[config.mk]
export PLATFORM = sky130hd
export DESIGN_NAME = padcal_seq
export DESIGN_NICKNAME = d
export VERILOG_FILES = /design/src/rtl/padcal_pkg.sv /design/src/rtl/padcal_regs.sv /design/src/rtl/padcal_timer.sv /design/src/rtl/padcal_apply.sv /design/src/rtl/padcal_seq.sv
export SDC_FILE = /design/constraint.sdc
export NUM_CORES = 1
export LEC_CHECK = 0
export BUFFER_PORTS_ARGS = -buffer_cell sky130_fd_sc_hd__buf_2
export CAP_MARGIN = 25
export CORE_ASPECT_RATIO = 1.5
export CORE_MARGIN = 3
export CORE_UTILIZATION = 30
export CTS_BUF_LIST = sky130_fd_sc_hd__clkbuf_2 sky130_fd_sc_hd__clkbuf_4 sky130_fd_sc_hd__clkbuf_8
export CTS_CLUSTER_DIAMETER = 100
export DETAILED_ROUTE_END_ITERATION = 12
export GPL_ROUTABILITY_DRIVEN = 0
export SLEW_MARGIN = 15
export SYNTH_ARGS = -nofsm -noshare
export SYNTH_HDL_FRONTEND = slang
export SYNTH_SLANG_ARGS = --single-unit
[constraint.sdc]
create_clock -name clk -period 2.6 [get_ports clk]
set_clock_uncertainty 0.05 [all_clocks]
set_input_delay 0.13 -clock clk [delete_from_list [all_inputs] [get_ports clk]]
set_output_delay 0.13 -clock clk [all_outputs]
set_load 0.005 [all_outputs]
[src/rtl/padcal_pkg.sv]
package padcal_pkg;

  localparam int unsigned IDX_CTRL   = 32'h00;
  localparam int unsigned IDX_STAT   = 32'h02;
  localparam int unsigned IDX_DATA0  = 32'h05;
  localparam int unsigned IDX_BIAS0  = 32'h16;
  localparam int unsigned IDX_CLK0   = 32'h19;
  localparam int unsigned N_BIAS     = 3;

  localparam int unsigned SEL_BIT    = 21;
  localparam int unsigned STAT_DONE  = 16;

  localparam logic [31:0] CTRL_MASK  = 32'h3F00_0011;
  localparam logic [31:0] DATA_MASK  = 32'h003F_1F1F;
  localparam logic [31:0] CLKL_MASK  = 32'h0020_1F1F;

  function automatic logic [31:0] bias_mask(input int unsigned k);
    case (k)
      0:       return 32'h0000_0003;
      1:       return 32'h0007_0700;
      default: return 32'h0007_0072;
    endcase
  endfunction

  // Run length in cycles for a given prescale code.
  function automatic int unsigned cal_cycles(input int unsigned base,
                                             input logic [1:0] ps);
    return base << (int'(ps) + 1);
  endfunction

  function automatic logic [14:0] pack_data(input logic [31:0] r);
    return {r[20:16], r[12:8], r[4:0]};
  endfunction

  function automatic logic [9:0] pack_clk(input logic [31:0] r);
    return {r[12:8], r[4:0]};
  endfunction

endpackage

[src/rtl/padcal_regs.sv]
module padcal_regs #(
  parameter int unsigned N_DATA = 4,
  parameter int unsigned N_CLK  = 2,
  parameter int unsigned IDX_W  = 6
) (
  input  logic                    clk,
  input  logic                    rst_n,
  input  logic                    bus_sel,
  input  logic                    bus_we,
  input  logic [IDX_W-1:0]        bus_idx,
  input  logic [31:0]             bus_wdata,
  output logic [31:0]             bus_rdata,
  input  logic                    active,
  input  logic                    launch,
  input  logic                    finish,
  output logic                    done,
  output logic                    start_bit,
  output logic [1:0]              prescale,
  output logic [N_DATA-1:0][31:0] data_cfg,
  output logic [N_CLK-1:0][31:0]  clk_cfg
);
  import padcal_pkg::*;

  logic        wr;
  logic [31:0] ctrl;
  logic [N_BIAS-1:0][31:0] bias;
  logic [31:0] rd;
  logic        hit_ctrl, hit_stat;

  assign wr       = bus_sel & bus_we;
  assign hit_ctrl = (bus_idx == IDX_W'(IDX_CTRL));
  assign hit_stat = (bus_idx == IDX_W'(IDX_STAT));

  assign start_bit = ctrl[0];
  assign prescale  = ctrl[25:24];

  // Control: start bit cannot be set while a run is active; launch clears it.
  always_ff @(posedge clk or negedge rst_n) begin
    if (!rst_n) begin
      ctrl <= '0;
    end else begin
      if (wr && hit_ctrl) begin
        ctrl    <= bus_wdata & CTRL_MASK;
        ctrl[0] <= bus_wdata[0] & ~active;
      end
      if (launch) ctrl[0] <= 1'b0;
    end
  end

  // Sticky done: completion sets, launch or write-one clears.
  always_ff @(posedge clk or negedge rst_n) begin
    if (!rst_n) begin
      done <= 1'b0;
    end else if (finish) begin
      done <= 1'b1;
    end else if (launch) begin
      done <= 1'b0;
    end else if (wr && hit_stat && bus_wdata[STAT_DONE]) begin
      done <= 1'b0;
    end
  end

  always_ff @(posedge clk or negedge rst_n) begin
    if (!rst_n) begin
      bias <= '0;
    end else begin
      for (int k = 0; k < int'(N_BIAS); k++) begin
        if (wr && bus_idx == IDX_W'(IDX_BIAS0 + k))
          bias[k] <= bus_wdata & bias_mask(k);
      end
    end
  end

  genvar gi;
  generate
    for (gi = 0; gi < int'(N_DATA); gi++) begin : g_data
      always_ff @(posedge clk or negedge rst_n) begin
        if (!rst_n)
          data_cfg[gi] <= '0;
        else if (wr && !active && bus_idx == IDX_W'(IDX_DATA0 + gi))
          data_cfg[gi] <= bus_wdata & DATA_MASK;
      end
    end
    for (gi = 0; gi < int'(N_CLK); gi++) begin : g_clk
      always_ff @(posedge clk or negedge rst_n) begin
        if (!rst_n)
          clk_cfg[gi] <= '0;
        else if (wr && !active && bus_idx == IDX_W'(IDX_CLK0 + gi))
          clk_cfg[gi] <= bus_wdata & CLKL_MASK;
      end
    end
  endgenerate

  always_comb begin
    rd = '0;
    if (hit_ctrl) rd = ctrl;
    if (hit_stat) rd = {15'd0, done, 15'd0, active};
    for (int k = 0; k < int'(N_BIAS); k++)
      if (bus_idx == IDX_W'(IDX_BIAS0 + k)) rd = bias[k];
    for (int i = 0; i < int'(N_DATA); i++)
      if (bus_idx == IDX_W'(IDX_DATA0 + i)) rd = data_cfg[i];
    for (int j = 0; j < int'(N_CLK); j++)
      if (bus_idx == IDX_W'(IDX_CLK0 + j)) rd = clk_cfg[j];
    bus_rdata = bus_sel ? rd : 32'd0;
  end

endmodule

[src/rtl/padcal_timer.sv]
module padcal_timer #(
  parameter int unsigned BASE_CYCLES = 8
) (
  input  logic       clk,
  input  logic       rst_n,
  input  logic       start_bit,
  input  logic [1:0] prescale,
  output logic       active,
  output logic       launch,
  output logic       finish,
  output logic       done_pulse
);
  import padcal_pkg::*;

  localparam int unsigned MAX_LEN = BASE_CYCLES << 4;
  localparam int unsigned CNT_W   = $clog2(MAX_LEN + 1);

  logic [CNT_W-1:0] remain;

  assign launch = start_bit & ~active;
  assign finish = active & (remain == '0);

  always_ff @(posedge clk or negedge rst_n) begin
    if (!rst_n) begin
      active     <= 1'b0;
      remain     <= '0;
      done_pulse <= 1'b0;
    end else begin
      done_pulse <= finish;
      if (launch) begin
        active <= 1'b1;
        remain <= CNT_W'(cal_cycles(BASE_CYCLES, prescale) - 1);
      end else if (finish) begin
        active <= 1'b0;
      end else if (active) begin
        remain <= remain - 1'b1;
      end
    end
  end

endmodule

[src/rtl/padcal_apply.sv]
module padcal_apply #(
  parameter int unsigned N_DATA = 4,
  parameter int unsigned N_CLK  = 2
) (
  input  logic                    clk,
  input  logic                    rst_n,
  input  logic                    finish,
  input  logic [N_DATA-1:0][31:0] data_cfg,
  input  logic [N_CLK-1:0][31:0]  clk_cfg,
  output logic [15*N_DATA-1:0]    data_ofs,
  output logic [10*N_CLK-1:0]     clk_ofs
);
  import padcal_pkg::*;

  genvar gi;
  generate
    for (gi = 0; gi < int'(N_DATA); gi++) begin : g_data
      logic [14:0] q;
      always_ff @(posedge clk or negedge rst_n) begin
        if (!rst_n)
          q <= '0;
        else if (finish && data_cfg[gi][SEL_BIT])
          q <= pack_data(data_cfg[gi]);
      end
      assign data_ofs[15*gi +: 15] = q;
    end
    for (gi = 0; gi < int'(N_CLK); gi++) begin : g_clk
      logic [9:0] q;
      always_ff @(posedge clk or negedge rst_n) begin
        if (!rst_n)
          q <= '0;
        else if (finish && clk_cfg[gi][SEL_BIT])
          q <= pack_clk(clk_cfg[gi]);
      end
      assign clk_ofs[10*gi +: 10] = q;
    end
  endgenerate

endmodule

[src/rtl/padcal_seq.sv]
module padcal_seq #(
  parameter int unsigned N_DATA      = 4,
  parameter int unsigned N_CLK       = 2,
  parameter int unsigned BASE_CYCLES = 8,
  parameter int unsigned IDX_W       = 6
) (
  input  logic                 clk,
  input  logic                 rst_n,
  input  logic                 bus_sel,
  input  logic                 bus_we,
  input  logic [IDX_W-1:0]     bus_idx,
  input  logic [31:0]          bus_wdata,
  output logic [31:0]          bus_rdata,
  output logic                 cal_active_o,
  output logic                 cal_done_o,
  output logic                 cal_done_pulse_o,
  output logic [15*N_DATA-1:0] data_ofs_o,
  output logic [10*N_CLK-1:0]  clk_ofs_o
);

  logic                    launch_w;
  logic                    finish_w;
  logic                    start_w;
  logic [1:0]              prescale_w;
  logic [N_DATA-1:0][31:0] data_cfg_w;
  logic [N_CLK-1:0][31:0]  clk_cfg_w;

  padcal_regs #(.N_DATA(N_DATA), .N_CLK(N_CLK), .IDX_W(IDX_W)) u_regs (
    .clk       (clk),
    .rst_n     (rst_n),
    .bus_sel   (bus_sel),
    .bus_we    (bus_we),
    .bus_idx   (bus_idx),
    .bus_wdata (bus_wdata),
    .bus_rdata (bus_rdata),
    .active    (cal_active_o),
    .launch    (launch_w),
    .finish    (finish_w),
    .done      (cal_done_o),
    .start_bit (start_w),
    .prescale  (prescale_w),
    .data_cfg  (data_cfg_w),
    .clk_cfg   (clk_cfg_w)
  );

  padcal_timer #(.BASE_CYCLES(BASE_CYCLES)) u_timer (
    .clk        (clk),
    .rst_n      (rst_n),
    .start_bit  (start_w),
    .prescale   (prescale_w),
    .active     (cal_active_o),
    .launch     (launch_w),
    .finish     (finish_w),
    .done_pulse (cal_done_pulse_o)
  );

  padcal_apply #(.N_DATA(N_DATA), .N_CLK(N_CLK)) u_apply (
    .clk      (clk),
    .rst_n    (rst_n),
    .finish   (finish_w),
    .data_cfg (data_cfg_w),
    .clk_cfg  (clk_cfg_w),
    .data_ofs (data_ofs_o),
    .clk_ofs  (clk_ofs_o)
  );

endmodule

==> results by group, run 1 <==
Clocking
  – Clk sinks: 200
  – Clk slew on worst S/H paths: 0.10 ns
  – CTS buffer count: 17
  – Clk buf depth: 2
  – CTS resizes: 0
  – Clock latency at the later pin of the worst-skew pair: 0.47 ns
  – Post-CTS Setup Bufs: 0
  – # H-tree levels: 4
  – CTS Root Cell: clkbuf_8
  – CTS tree: done

Power and ir drop
  – Pwr Total: 6.31 mW
  – Worst VDD drop: 0.000246 V
  – Pwr Density: 583 mW/mm2
  – Lkg Pwr: 5.58 nW

Finish
  – Syn-to-layout area delta: 22.6%
  – Fin area: 0.0108 mm2
  – Area occupied by multi-input gates: 0.00363 mm2
  – Layout cell share with drive strength beyond 1: 49.0%
  – FF+latch area: 0.00500 mm2
  – Non-filler cells, final: 1249
  – Post-layout net count: 889
  – Ant diodes: 0
  – Filler cells: 2895

Global route
  – Initial antenna violation count: 0
  – Grt ovf: 0
  – Largest net degree at the start of global routing: 73
  – First-pass GRT wire length: 38100 um
  – Number of global-route vias before repair: 6409
  – Total GRT Usage: 15.6%

Timing
  – Tmin final: 2.39 ns
  – Period utilisation layout: 92.0%
  – Final setup violation count: 0
  – Setup tns final: 0 ns
  – Rel. slew slack: 58.5%
  – RSZ-0062 raised after global routing: false
  – Worst-Margin Slew: 0.623 ns
  – Fin. Hold Viols: 0
  – Min Hold Slack: 0.150 ns
  – Pins Over Slew Limit: 0
  – Maximum clock rate: 0.418 GHz

Worst setup path
  – CP Capture Type: register
  – FF-to-FF Start: u_timer.remain[3]$_DFFE_PN0P_
  – CP Buf/Inv Count: 1
  – Crit path max-delay family: simple AND/OR/NAND/NOR gates
  – Critical-path top delay cell: or4_1
  – Crit Path Max Fanout: 16
  – FF-to-FF setup slack: 0.21 ns
  – Worst Path Required: 2.90 ns
  – Crit path DAT: 2.69 ns
  – Startpoint types: register
  – CP cell instances: or4_1 -> nor3_4 -> buf_4 -> nand2_2 -> mux2_2
  – Source of the critical timing path: u_timer.remain[3]$_DFFE_PN0P_
  – Max stage delay on crit path: 0.63 ns
  – WS Path Type: register to register

Worst hold path
  – Hold Crit Class: primary input to async pin

Detailed routing
  – DRT Pass-1 Iters: 4
  – DR vias: 6128
  – DRT iter0 DRCs: 263
  – Antenna Nets Post-Route: 0
  – Via/cell ratio: 4.91
  – DR WL/cell: 19.6 um
  – Routed wire length: 24400 um
  – DRC viols: 0

Run status
  – Status: finished, final reports clean

Yosys
  – Number of synthesized flops with an enable pin: 0
  – Primary FF master, synth: dfrtp_1
  – Ys Warns: 0
  – Synthesized area: 0.00883 mm2
  – Syn Inst Count: 657
  – Post-synthesis register bit count: 200
  – Avg Inst Size Synth: 13.4 um2
  – Synth async-reset ratio: 100%
  – Count of different cell masters after synthesis: 56
  – Seq/Total Area, Yosys: 56.7%

Placed design
  – Placed instance count: 1191
  – Detailed Place HPWL: 18200 um
  – PortBufs: 140
  – Placed cell area: 0.0101 mm2

Flow run
  – Max cap viols: 0

Die
  – Die area: 0.0316 mm2
  – Initial Utilization: 30.5%
  – DIE WIDTH: 146 um
  – IO Count: 157
  – Core area: 0.0289 mm2
  – # rows: 76
  – Die Span Y: 216 um
-- stage by stage --
stage                     worst slack [ns]  utilization (%)
final                                0.209             37.4
after global routing                0.0510             37.4
after CTS                            0.173             37.4
after detailed placement             0.225             35.0
after global placement               0.249             35.0
after floorplan                      0.461                -
-- cell usage in the layout (no fill, tap or decap), types with 5 or more instances in the layout --
cell type,count
dfrtp_1,200
mux2_2,183
buf_2,139
a21oi_1,42
buf_4,35
nor2_1,27
dlygate4sd3_1,26
nand2_1,23
o21ai_0,23
clkbuf_8,20
and3_1,12
mux2_4,10
conb_1,8
nand2b_1,7
a22oi_1,7
a221oi_1,7
nor3_1,6
nand2_2,6
nor2b_1,5
-- area by class of cell --
class                      count  area share (%)
timing repair buffer         202            11.6
sequential                   200            46.2
multi-input combinational    423            33.6
inverter                       2          0.0694
clock buffer                  21            2.55
tap                          390            4.51
clock inverter                11            1.49
-- worst reg2reg max path, delay by kind of cell (launching register included) --
kind / cells / cell delay, ns
buf+inv: 1 / 0.21
flops: 1 / 0.43
mux: 1 / 0.40
simple gates: 3 / 1.18
-- registers in the layout, indices dropped and copies added, names as in the netlist --
signal / cells
u_timer.done_pulse: 1
u_regs.data_cfg: 64
u_timer.active: 1
u_regs.bias: 15
u_regs.clk_cfg: 22
u_apply.g_data.q: 60
u_regs.ctrl: 8
u_timer.remain: 8
u_apply.g_clk.q: 20
u_regs.done: 1
-- Yosys cell counts, drive strengths merged, types with 4 or more instances --
library cell    n  share of area [%]
mux2          193                 25
clkbuf         14               0.60
nand3           4               0.23
nor2           27                1.1
buf            25                1.8
o21ai          23                1.3
nand2b          7               0.50
a221oi          7               0.69
dfrtp         200                 57
nor3            9               0.82
nor2b           5               0.35
mux2i           4               0.45
a22oi           7               0.60
and3           12               0.85
nand2          30                1.5
a21oi          42                2.4
-- report_power, final --
group / total (mW) / leakage, nW / switching [mW] / internal, mW
Clock: 2.17 / 0.220 / 1.12 / 1.04
Sequential: 3.48 / 2.74 / 0.171 / 3.31
Combinational: 0.661 / 2.62 / 0.346 / 0.315
Total: 6.31 / 5.58 / 1.64 / 4.67
-- layer usage --
metal / wire length (um) / global-route usage (%) / up-vias / share of wire (%)
met5: 0 / 0 / - / 0
met4: 794 / 6.69 / 0 / 3.2
met3: 1100 / 2.97 / 40 / 4.5
met2: 12700 / 27.5 / 165 / 52
met1: 9820 / 18.6 / 3144 / 40
li1: - / - / 2779 / -
-- logic make-up after synthesis --
kind of cell,share of synthesized area (%)
flops,56.7
mux,25.5
simple gates,7.30
compound gates,7.57
buf+inv,2.49
xor+xnor,0.298
fa+ha+maj,0.142
other cells,0.0425
-- final timing paths --
path                                                        to  cells after the start
max reg2reg                u_apply.g_data[1].q[11]$_DFFE_PN0P_                      5
max in group asynchronous    u_apply.g_clk[0].q[9]$_DFFE_PN0P_                      3
min reg2reg                        u_regs.bias[70]$_DFFE_PN0P_                      1
min                                u_regs.bias[70]$_DFFE_PN0P_                      2
max                        u_apply.g_data[1].q[11]$_DFFE_PN0P_                      5
min in group clk                       u_regs.done$_DFFE_PN0P_                      4
-- timing repair --
item | CTS | global route
hold buffers | 26 | 0
endpoints found under the hold margin | 168 | 0
setup endpoints to repair | 0 | 0
Note: power is estimated with default switching activity, not from simulation.
==> run 2: changes to the inputs <==
CAP_MARGIN = 20   (was 25)
CTS_BUF_LIST = unset   (was sky130_fd_sc_hd__clkbuf_2 sky130_fd_sc_hd__clkbuf_4 sky130_fd_sc_hd__clkbuf_8)
==> results by group, run 2 (same netlist as run 1, synthesis figures left out) <==
Timing
  – Final setup violation count: 0
  – Tmin final: 2.39 ns
  – Setup tns final: 0 ns
  – Fin. Hold Viols: 0
  – Worst-Margin Slew: 0.639 ns
  – Worst Slack Setup Final: 0.212 ns
  – Period utilisation layout: 91.8%
  – Maximum clock rate: 0.419 GHz
  – Rel. slew slack: 57.4%
  – Pins Over Slew Limit: 0
  – RSZ-0062 raised after global routing: false

Detailed routing
  – DR WL/cell: 19.7 um
  – DRT iter0 DRCs: 256
  – DRT Pass-1 Iters: 5
  – DR vias: 6110
  – Via/cell ratio: 4.91
  – DRC viols: 0
  – Routed wire length: 24500 um
  – Antenna Nets Post-Route: 0

Finish
  – Layout cell share with drive strength beyond 1: 49.1%
  – Fin area: 0.0110 mm2
  – Commonest cells after routing, fill and taps aside: dfrtp_1, mux2_2, buf_2, a21oi_1, buf_4
  – FF+latch area: 0.00500 mm2
  – Post-layout net count: 884
  – Ant diodes: 0
  – Max reg flops: 64
  – Biggest regs: u_regs.data_cfg: 64 flops, u_apply.g_data.q: 60 flops, u_regs.clk_cfg: 22 flops
  – Leading cell type in the layout, fill and taps excluded: dfrtp_1
  – Non-filler cells, final: 1244
  – Area occupied by multi-input gates: 0.00363 mm2
  – Filler cells: 2876
  – Syn-to-layout area delta: 24.1%
  – Largest Register: u_regs.data_cfg

Flow run
  – Max cap viols: 0

Clocking
  – Clk slew on worst S/H paths: 0.07 ns
  – Clk buf depth: 2
  – Clk sinks: 200
  – CTS buffer count: 17
  – Clock latency at the later pin of the worst-skew pair: 0.44 ns
  – CTS resizes: 0
  – CTS Root Cell: clkbuf_16
  – # H-tree levels: 4
  – CTS tree: done

Placed design
  – Placed instance count: 1191
  – Detailed Place HPWL: 18200 um
  – Placed cell area: 0.0101 mm2
  – Setup WS pre-CTS: 0.225 ns
  – PortBufs: 140

Global route
  – Met3 Use GR: 3.24%
  – Number of global-route vias before repair: 6383
  – Largest net degree at the start of global routing: 73
  – M1 GR Usage: 18.6%
  – Grt ovf: 0
  – Total GRT Usage: 15.7%
  – Initial antenna violation count: 0
  – First-pass GRT wire length: 38200 um
  – Met2 Use GR: 27.5%
  – Most used routing layer in global routing: met2

Worst hold path
  – Hold Crit Class: primary input to register

Die
  – Die area: 0.0316 mm2
  – # rows: 76
  – Initial Utilization: 30.5%
  – IO Count: 157
  – Die Span Y: 216 um
  – Core area: 0.0289 mm2
  – DIE WIDTH: 146 um

Worst setup path
  – Critical-path top delay cell: or4_1
  – Crit Path Max Fanout: 16
  – Terminus of the critical flop-to-flop path: u_apply.g_data[1].q[11]$_DFFE_PN0P_
  – CP Capture Type: register
  – FF-to-FF setup slack: 0.21 ns
  – R2r worst-path depth: 5
  – Max stage delay on crit path: 0.63 ns
  – WS Path Type: register to register
  – Worst Path Required: 2.87 ns
  – CP Depth: 5
  – Worst setup path endpoint: u_apply.g_data[1].q[11]$_DFFE_PN0P_
  – FF-to-FF Start: u_timer.remain[3]$_DFFE_PN0P_
  – CP Buf/Inv Count: 1
  – CP cell instances: or4_1 -> nor3_4 -> buf_4 -> nand2_2 -> mux2_2
  – Crit path DAT: 2.65 ns
  – Crit path max-delay family: simple AND/OR/NAND/NOR gates
  – Startpoint types: register
  – Source of the critical timing path: u_timer.remain[3]$_DFFE_PN0P_

Power and ir drop
  – Lkg Pwr: 5.64 nW
  – Pwr Density: 633 mW/mm2
  – Worst VDD drop: 0.000327 V

Run status
  – Status: finished, final reports clean
-- run 2: what timing repair did --
item | in CTS | in global routing
hold buffers | 21 | 0
buffers inserted | 0 | 0
hold endpoints to repair | 135 | 0
-- run 2: how the worst min path moves through the flow --
stage | slack [ns] | start | end | cells past startpoint
2_1_floorplan | -0.22 | rst_n | u_apply.g_clk[0].q[0]$_DFFE_PN0P_ | 0
3_3_place_gp | 0.14 | rst_n | u_regs.bias[70]$_DFFE_PN0P_ | 1
3_5_place_dp | 0.15 | rst_n | u_regs.bias[70]$_DFFE_PN0P_ | 1
4_1_cts | 0.001 | bus_wdata[1] | u_regs.data_cfg[33]$_DFFE_PN0P_ | 3
5_1_grt | 0.02 | bus_wdata[1] | u_regs.data_cfg[33]$_DFFE_PN0P_ | 3
6_report | 0.02 | bus_wdata[16] | u_regs.data_cfg[80]$_DFFE_PN0P_ | 2
-- run 2: cell type report --
type | count | share of cell area [%]
Multi-Input combinational cell | 423 | 33.2
Clock inverter | 11 | 1.47
Clock buffer | 21 | 4.20
Tap cell | 390 | 4.45
Timing Repair Buffer | 197 | 11.0
Sequential cell | 200 | 45.7
Inverter | 2 | 0.0685
-- run 2: metrics by stage --
stage,utilization [%],hold slack (ns),power (mW)
3_3_place_gp,35.0,0.136,4.16
5_1_grt,37.9,0.0183,7.22
2_1_floorplan,-,-0.216,3.89
3_5_place_dp,35.0,0.147,4.18
6_report,37.9,0.0206,6.93
4_1_cts,37.9,0.00136,7.02
-- run 2: worst reg2reg max path, stage by stage, from the launching register on --
cell and delay, ns:
dfrtp_1 0.42, or4_1 0.63, nor3_4 0.20, buf_4 0.21, nand2_2 0.35, mux2_2 0.41
-- run 2: routing by layer --
| layer | vias up | wire, um | part of all wire, % |
|---|---|---|---|
| li1 | 2769 | - | - |
| met1 | 3138 | 9850 | 40 |
| met2 | 156 | 12700 | 52 |
| met3 | 47 | 1070 | 4.4 |
| met4 | 0 | 850 | 3.5 |
| met5 | - | 0 | 0 |
-- run 2: where the power goes --
group / leakage, nW / internal, mW / switching, mW / total [mW]
sequential: 2.74 / 3.31 / 0.169 / 3.48
clock: 0.300 / 1.59 / 1.21 / 2.80
combinational: 2.60 / 0.310 / 0.346 / 0.656
